## src/rtl/fifo_stat_regs.sv

```systemverilog
module fifo_stat_regs #(
  parameter int DEPTH = 32,
  parameter int WIDTH = 32
) (
  input  logic             clk,
  input  logic             rst_n,
  input  logic             host_push,
  input  logic [WIDTH-1:0] host_wdata,
  input  logic             host_pop,
  output logic [WIDTH-1:0] host_rdata,
  input  logic             eng_take,
  output logic [WIDTH-1:0] eng_tx_word,
  input  logic             eng_give,
  input  logic [WIDTH-1:0] eng_rx_word,
  input  logic             eng_busy,
  input  logic             eng_done,
  input  logic             csr_wr,
  input  logic [31:0]      csr_wdata,
  output logic [31:0]      stat_word,
  output logic [31:0]      level_word
);
  localparam int AW = $clog2(DEPTH);
  localparam int CW = AW + 1;

  // index 0 = transmit queue, index 1 = receive queue
  logic [1:0]       wr_req, rd_req, flush, full, empty, wr_ok, rd_ok;
  logic [WIDTH-1:0] wr_dat [2];
  logic [WIDTH-1:0] rd_dat [2];
  logic [CW-1:0]    cnt [2];

  assign wr_req    = {eng_give, host_push};
  assign rd_req    = {host_pop, eng_take};
  assign wr_dat[0] = host_wdata;
  assign wr_dat[1] = eng_rx_word;
  assign flush     = {2{csr_wr}} & csr_wdata[27:26];

  for (genvar gi = 0; gi < 2; gi++) begin : g_q
    logic [WIDTH-1:0] store [DEPTH];
    logic [AW-1:0]    wp, rp;

    assign full[gi]   = (cnt[gi] == CW'(DEPTH));
    assign empty[gi]  = (cnt[gi] == '0);
    assign wr_ok[gi]  = wr_req[gi] & ~full[gi] & ~flush[gi];
    assign rd_ok[gi]  = rd_req[gi] & ~empty[gi] & ~flush[gi];
    assign rd_dat[gi] = empty[gi] ? '0 : store[rp];

    always_ff @(posedge clk)
      if (wr_ok[gi]) store[wp] <= wr_dat[gi];

    always_ff @(posedge clk or negedge rst_n)
      if (!rst_n) begin
        wp      <= '0;
        rp      <= '0;
        cnt[gi] <= '0;
      end else if (flush[gi]) begin
        wp      <= '0;
        rp      <= '0;
        cnt[gi] <= '0;
      end else begin
        if (wr_ok[gi]) wp <= (wp == AW'(DEPTH - 1)) ? '0 : wp + 1'b1;
        if (rd_ok[gi]) rp <= (rp == AW'(DEPTH - 1)) ? '0 : rp + 1'b1;
        cnt[gi] <= cnt[gi] + CW'(wr_ok[gi]) - CW'(rd_ok[gi]);
      end
  end

  assign eng_tx_word = rd_dat[0];
  assign host_rdata  = rd_dat[1];

  // sticky flags: {ready, rx_ovf, tx_unf, tx_ovf, rx_unf}
  logic [4:0] flg, flg_set, flg_clr;
  assign flg_set = {eng_done, eng_give & full[1], eng_take & empty[0],
                    host_push & full[0], host_pop & empty[1]};
  assign flg_clr = {5{csr_wr}} & {csr_wdata[30], csr_wdata[25], csr_wdata[24],
                                  csr_wdata[19], csr_wdata[18]};

  always_ff @(posedge clk or negedge rst_n)
    if (!rst_n) flg <= '0;
    else        flg <= flg_set | (flg & ~flg_clr);

  always_comb begin
    stat_word     = '0;
    stat_word[31] = eng_busy;
    stat_word[30] = flg[4];
    stat_word[25] = flg[3];
    stat_word[24] = flg[2];
    stat_word[23] = empty[1];
    stat_word[22] = full[1];
    stat_word[21] = empty[0];
    stat_word[20] = full[0];
    stat_word[19] = flg[1];
    stat_word[18] = flg[0];
  end

  always_comb begin
    level_word        = '0;
    level_word[5:0]   = 6'(CW'(DEPTH) - cnt[0]);
    level_word[21:16] = 6'(cnt[1]);
  end
endmodule


```

## config.mk

```make
export PLATFORM = sky130hd
export DESIGN_NAME = fifo_stat_regs
export DESIGN_NICKNAME = d
export VERILOG_FILES = /design/src/rtl/fifo_stat_regs.sv
export SDC_FILE = /design/constraint.sdc
export NUM_CORES = 2
export LEC_CHECK = 0
export BUFFER_PORTS_ARGS = -buffer_cell sky130_fd_sc_hd__buf_2
export CORE_AREA = 2 2 275 548
export DETAILED_ROUTE_END_ITERATION = 7
export DIE_AREA = 0 0 277 550
export GPL_TIMING_DRIVEN = 0
export PLACE_DENSITY = 0.8
export SYNTH_ARGS = -nofsm -noshare
export SYNTH_HDL_FRONTEND = slang
export SYNTH_SLANG_ARGS = --single-unit
```

## constraint.sdc

```tcl
create_clock -name clk -period 7.8 [get_ports clk]
set_input_delay 1.56 -clock clk [delete_from_list [all_inputs] [get_ports clk]]
set_output_delay 1.56 -clock clk [all_outputs]
set_load 0.01 [all_outputs]
```

[Yosys cells after proc, flatten, opt, wreduce, memory -nomap -nowiden]
Memories as Yosys holds them, arrays and structs flattened.
Index checks and enable logic that the tools add are counted.
Storage, ports and cells
  input port bits: 105
  memories: 2
  memory bits (writable): 2048
  memory bits (read-only): 0
  latch bits: 0
  bits in registers: 37
Cells by class
  order comparisons: 0
  shifts and indexed selects: 0
  multiply operators: 0
  add/sub/neg operators: 9
  div/mod/pow operators: 0
  muxes and demuxes: 20
  reductions and logical operators: 6
  equality and inequality tests: 6
  bitwise gates (word level): 23
Memory list
  g_q[0].store: depth 32, width 32, read ports 1, clocked after memory_dff 0, write ports 1, line 38  | logic [WIDTH-1:0] store [DEPTH];
  g_q[1].store: depth 32, width 32, read ports 1, clocked after memory_dff 0, write ports 1, line 38
Operators by type and width (count)
  two-way mux 32 bit: 2
  two-way mux 5 bit: 12
  adder 5 x 1 -> 5 bit, second input constant: 4
  == test 5 bit, second input constant: 4
  adder 6 x 1 -> 6 bit: 2
  bitwise AND 1 bit: 12
  == test 6 bit, second input constant: 2
  logical NOT 6 bit: 2
  two-way mux 6 bit: 2
  subtractor 6 x 1 -> 6 bit: 2
  bitwise AND 5 bit: 2
  nonzero test 2 bit: 4
  inverter 1 bit: 6
  subtractor 6 bit, first input constant: 1
  inverter 5 bit: 1
  OR 5 bit: 1
  two-way mux 1 bit: 4
  bitwise AND 2 bit: 1

[Depth between registers and ports, before layout]
  depth in word-level cells: 7
  gate-level depth with buffers: 15
  mapped depth without buffers: 13

[Worst setup path before layout]
No wires, ideal clock.
  kind: input port to flip-flop
  start point: input csr_wr
  end point: memory g_q[1].store[28][0] (enable)
  buffers on the path: 1
  stages on the path: 5
  slack: 3462 ps
  arrival time: 3917 ps
  path through: and2_1 > clkbuf_1 > nor3b_1 > nand2_1 > nor2_1
On the way
  word-level cells in the longest chain between the ends: 5
Ends and longest elaborated chain
  start, declared: line 17  | input logic csr_wr,
  bitwise AND 2 bit: line 35  | assign flush = {2{csr_wr}} & csr_wdata[27:26];
  inverter 1 bit: line 43  | assign wr_ok[gi] = wr_req[gi] & ~full[gi] & ~flush[gi];
  bitwise AND 1 bit: line 43
  two-way mux 1 bit: line 48  | if (wr_ok[gi]) store[wp] <= wr_dat[gi];
  two-way mux 1 bit (not written as such): line 48
  end, declared: line 38
No other way between the ends.

[Final worst setup path]
  start point: register g_q[0].rp[2]
  end point: output eng_tx_word[0]
On the way
  word-level cells in the longest chain between the ends: 2
Ends and longest elaborated chain
  start, declared: line 39  | logic [AW-1:0] wp, rp;
  start signal, assigned: line 61  | if (rd_ok[gi]) rp <= (rp == AW'(DEPTH - 1)) ? '0 : rp + 1'b1;
  memory read (32 x 32 bit)
  two-way mux 32 bit: line 45  | assign rd_dat[gi] = empty[gi] ? '0 : store[rp];
  end, declared: line 12  | output logic [WIDTH-1:0] eng_tx_word,
No other way between the ends.

==> impl_metrics.csv <==
group,metric,value,unit
cells_and_area,share_of_post_route_cells_with_drive_strength_above_1,27.6,%
placed_design,gp_congestion,0.895,
setup_path,path_cells,"buf_2 > clkbuf_1 > clkbuf_1 > mux4_2 > nand4b_1 > nand4_1 > or4_1 > buf_2",
power,irDropWorstVdd,0.314,mV
global_routing,largest_net_degree_at_the_start_of_global_routing,38,
clock_tree,clock_insertion_delay_worst_skew,840,ps
timing,final_setup_violation_count,0,
setup_path,critical_path.max_stage_delay,970,ps
setup_path,timing.critical_path.fanout_max,10,
clock_tree,clkSinkCount,2085,
global_routing,grt_first_pass_wirelength,316000,microns
setup_path,critical_path.n_buffers_inverters,4,
clock_tree,cts_resized,0,
status,run_status,"complete, no violations",
cells_and_area,flow.area_growth_from_synthesis,13.6,%
yosys,yosysSeqAreaShare,77.1,%
clock_tree,cts.repair_timing.setup_buffer_count,0,
clock_tree,post_cts_hold_buffer_count,0,
routing,routed_wire_length_per_instance,36.2,microns
yosys,netlist_area,0.0810,sq mm
clock_tree,clock_path_buffers,4,
cells_and_area,layout.area.seq,0.0624,sq mm
yosys,synth_top_cells_by_area,"sky130_fd_sc_hd__edfxtp_1 76%, sky130_fd_sc_hd__mux4_2 14%, sky130_fd_sc_hd__dfrtp_1 1.1%",
yosys,async_flop_share,1.77,%
yosys,yosys.area.top_type_share,75.9,%
routing,avgViaCountPerCell,6.86,
timing,fin_crit_share,82.2,%
yosys,synthCells,3721,
setup_path,crit_path_start_kind,"register",
setup_path,timing.critical_path.required,6240,ps
die,coreArea,0.148,sq mm
setup_path,critical_path_class,"register to output pin",
clock_tree,cts.htree.levels,4,
cells_and_area,final.fill_count,9397,
clock_tree,worst_setup_hold_path_clk_slew,80,ps
worst_hold_path,whs_path_depth,1,
timing,rsz0062_at_grt,"no",
cells_and_area,multi_input_area,0.0177,sq mm
worst_hold_path,min-delay-path-class,"register to register",
placed_design,io_buffer_count,164,
clock_tree,numCtsBuffers,173,
routing,detail_route.drc_violations,0,
die,starting_utilization_of_the_core_area,54.7,%
timing,worst_clock_skew,52.9,ps
routing,route.vias.total,42700,
cells_and_area,final_cell_count_no_fill,6221,
run,drv_cap,0,
routing,route.final.wire_length,225000,microns
timing,fmaxAchievable,0.156,GHz
setup_path,crit_cells,8,
setup_path,r2r.worst_path.cells,15,
yosys,synthFlopType,"sky130_fd_sc_hd__edfxtp_1",
die,die_h,550,microns
setup_path,gate_family_responsible_for_the_most_delay_along_the_worst_path,"buffers and inverters",
setup_path,critPathArrivalTime,4850,ps
power,power.leakage,28.8,nW
setup_path,timing.critical_path.slowest_stage_cell,"sky130_fd_sc_hd__clkbuf_1",
routing,dr.pass1.iters,6,
yosys,synth_cell_types,49,
yosys,synthDominantAreaCellType,"sky130_fd_sc_hd__edfxtp_1",
setup_path,cp-end-kind,"output pin",
yosys,number_of_enable_type_register_cells_in_the_synthesized_netlist,2048,
die,count_of_pins_on_the_block_boundary,233,
placed_design,post-place-cells,5909,
global_routing,global_route.usage.total,29.5,%
routing,first_drt_iteration_drcs,5762,
yosys,yosys_register_bits,2085,
placed_design,detailedPlacementHpwl,143000,microns
global_routing,initial_antenna_violation_count,9,
die,floorplan.die_area,0.152,sq mm
clock_tree,cts_tree,"yes",
power,p_total,28.7,mW
yosys,synth.avg_cell_area,21.8,sq um
timing,hold_violations,0,
power,powerDensity,312,mW/mm^2
die,die_x,277,microns
timing,fin_tns_setup,0,ps
routing,drtAntennaViolNets,0,
clock_tree,cts_root_buf,"sky130_fd_sc_hd__clkbuf_16",
global_routing,grt_pass1_vias,44200,
timing,timing.final.crit_period,6410,ps
cells_and_area,net_count_final,4307,
yosys,synth_warnings,0,
cells_and_area,final_core_utilization,62.1,%
global_routing,globalRoute.totalOverflow,0,
die,num_rows,200,
timing,slew_at_the_pin_with_the_worst_max_slew_slack,1350,ps
timing,slew_violations,0,
timing,timing.slew.headroom,9.99,%
setup_path,r2r_slack,4030,ps
[metal layers]
| metal | part of all wire, % | GRT usage (%) | up-vias |
|---|---|---|---|
| met5 | 0.017 | 0 | - |
| met4 | 9.8 | 23.7 | 6 |
| met3 | 7.9 | 4.61 | 1088 |
| met2 | 54 | 54.4 | 3363 |
| met1 | 28 | 29.3 | 21800 |
| li1 | - | - | 16500 |
[flip-flops by register name, indices dropped and copies added, names as in the netlist]
register,count
g_q.wp,10
g_q.store,2048
flg,5
level_word,6
g_q.rp,10
cnt,6
[layout make-up]
| cell class | instances | area share (%) |
|---|---|---|
| buffer | 275 | 1.50 |
| sequential | 2085 | 67.9 |
| antenna | 4 | 0.0109 |
| inverter | 32 | 0.131 |
| timing repair buffer | 228 | 2.38 |
| clock buffer | 202 | 4.87 |
| clock inverter | 106 | 1.37 |
| multi-input combinational | 1370 | 19.3 |
| tap | 1919 | 2.61 |
[final timing paths]
kind | start | endpoint
setup / recovery | g_q[0].rp[2]$_DFFE_PN0P_ | eng_tx_word[0]
hold / removal | flg[4]$_DFF_PN0_ | flg[4]$_DFF_PN0_
setup reg to reg | cnt[7]$_DFF_PN0_ | cnt[10]$_DFF_PN0_
hold reg to reg | flg[4]$_DFF_PN0_ | flg[4]$_DFF_PN0_
max in group asynchronous | rst_n | g_q[0].wp[3]$_DFFE_PN0P_
min in group asynchronous | rst_n | flg[0]$_DFF_PN0_
[stage by stage]
step | setup WS [ps] | area (sq um) | hold slack (ps)
final | 1390 | 92000 | 484
after global routing | 1310 | 92000 | 497
after CTS | 1520 | 92000 | 484
after detailed placement | 2410 | 86200 | 468
after global placement | 1060 | 84400 | 456
after floorplan | 3460 | 81200 | 505
[layout by cell type, fill, tap and decap left out, types with 34 or more instances in the layout]
master / count
sky130_fd_sc_hd__edfxtp_1: 2048
sky130_fd_sc_hd__mux4_2: 512
sky130_fd_sc_hd__buf_2: 208
sky130_fd_sc_hd__clkbuf_16: 173
sky130_fd_sc_hd__clkbuf_1: 170
sky130_fd_sc_hd__nand3_1: 105
sky130_fd_sc_hd__nand4_1: 94
sky130_fd_sc_hd__mux2i_1: 68
sky130_fd_sc_hd__nor2b_1: 67
sky130_fd_sc_hd__buf_4: 66
sky130_fd_sc_hd__a221oi_1: 64
sky130_fd_sc_hd__nor2_4: 64
sky130_fd_sc_hd__nand2_1: 57
sky130_fd_sc_hd__buf_12: 52
sky130_fd_sc_hd__o21ai_0: 42
sky130_fd_sc_hd__conb_1: 42
sky130_fd_sc_hd__dfrtp_1: 37
sky130_fd_sc_hd__ha_1: 35
sky130_fd_sc_hd__nand4b_1: 34
sky130_fd_sc_hd__or4_1: 34
[cell usage after synthesis, types with 2 or more instances]
cell,n
sky130_fd_sc_hd__nand4b_1,34
sky130_fd_sc_hd__a22o_1,7
sky130_fd_sc_hd__buf_4,66
sky130_fd_sc_hd__buf_1,14
sky130_fd_sc_hd__or4_1,34
sky130_fd_sc_hd__nor2b_1,67
sky130_fd_sc_hd__ha_1,35
sky130_fd_sc_hd__nor2_1,81
sky130_fd_sc_hd__nand2_1,57
sky130_fd_sc_hd__or4b_2,2
sky130_fd_sc_hd__mux2i_1,68
sky130_fd_sc_hd__nand3_1,105
sky130_fd_sc_hd__a21o_1,3
sky130_fd_sc_hd__nor4bb_1,2
sky130_fd_sc_hd__nand4_1,94
sky130_fd_sc_hd__edfxtp_1,2048
sky130_fd_sc_hd__a221oi_1,64
sky130_fd_sc_hd__o22a_1,32
sky130_fd_sc_hd__buf_6,6
sky130_fd_sc_hd__mux4_2,512
sky130_fd_sc_hd__nand2b_1,4
sky130_fd_sc_hd__nand3b_1,9
sky130_fd_sc_hd__fa_1,2
sky130_fd_sc_hd__o21ai_0,42
sky130_fd_sc_hd__a31oi_1,5
sky130_fd_sc_hd__buf_2,44
sky130_fd_sc_hd__nor3b_1,3
sky130_fd_sc_hd__and3_1,5
sky130_fd_sc_hd__and2_1,5
sky130_fd_sc_hd__nor4b_1,3
sky130_fd_sc_hd__inv_1,32
sky130_fd_sc_hd__or3b_2,5
sky130_fd_sc_hd__or3_1,5
sky130_fd_sc_hd__dfrtp_1,37
sky130_fd_sc_hd__a21oi_1,22
sky130_fd_sc_hd__xnor2_1,9
sky130_fd_sc_hd__clkbuf_1,145
sky130_fd_sc_hd__a211oi_1,2
[power by group]
group / internal (mW) / switching [mW]
logic: 2.75 / 4.29
clock network: 4.93 / 4.05
registers: 12.6 / 0.113
[kinds of logic after synthesis]
kind of cell               after synthesis  synth area share (%)
DFF                                   2085                  77.1
muxes                                  581                  15.1
and+or+nand+nor                        518                  3.64
buffers and inverters                  307                  1.85
AOI/OAI and AO/OA                      183                  1.66
adders and majority gates               37                 0.590
xor gates and xnor gates                 9                0.0973
other                                    1               0.00463
Note: power is estimated with default switching activity, not from simulation.
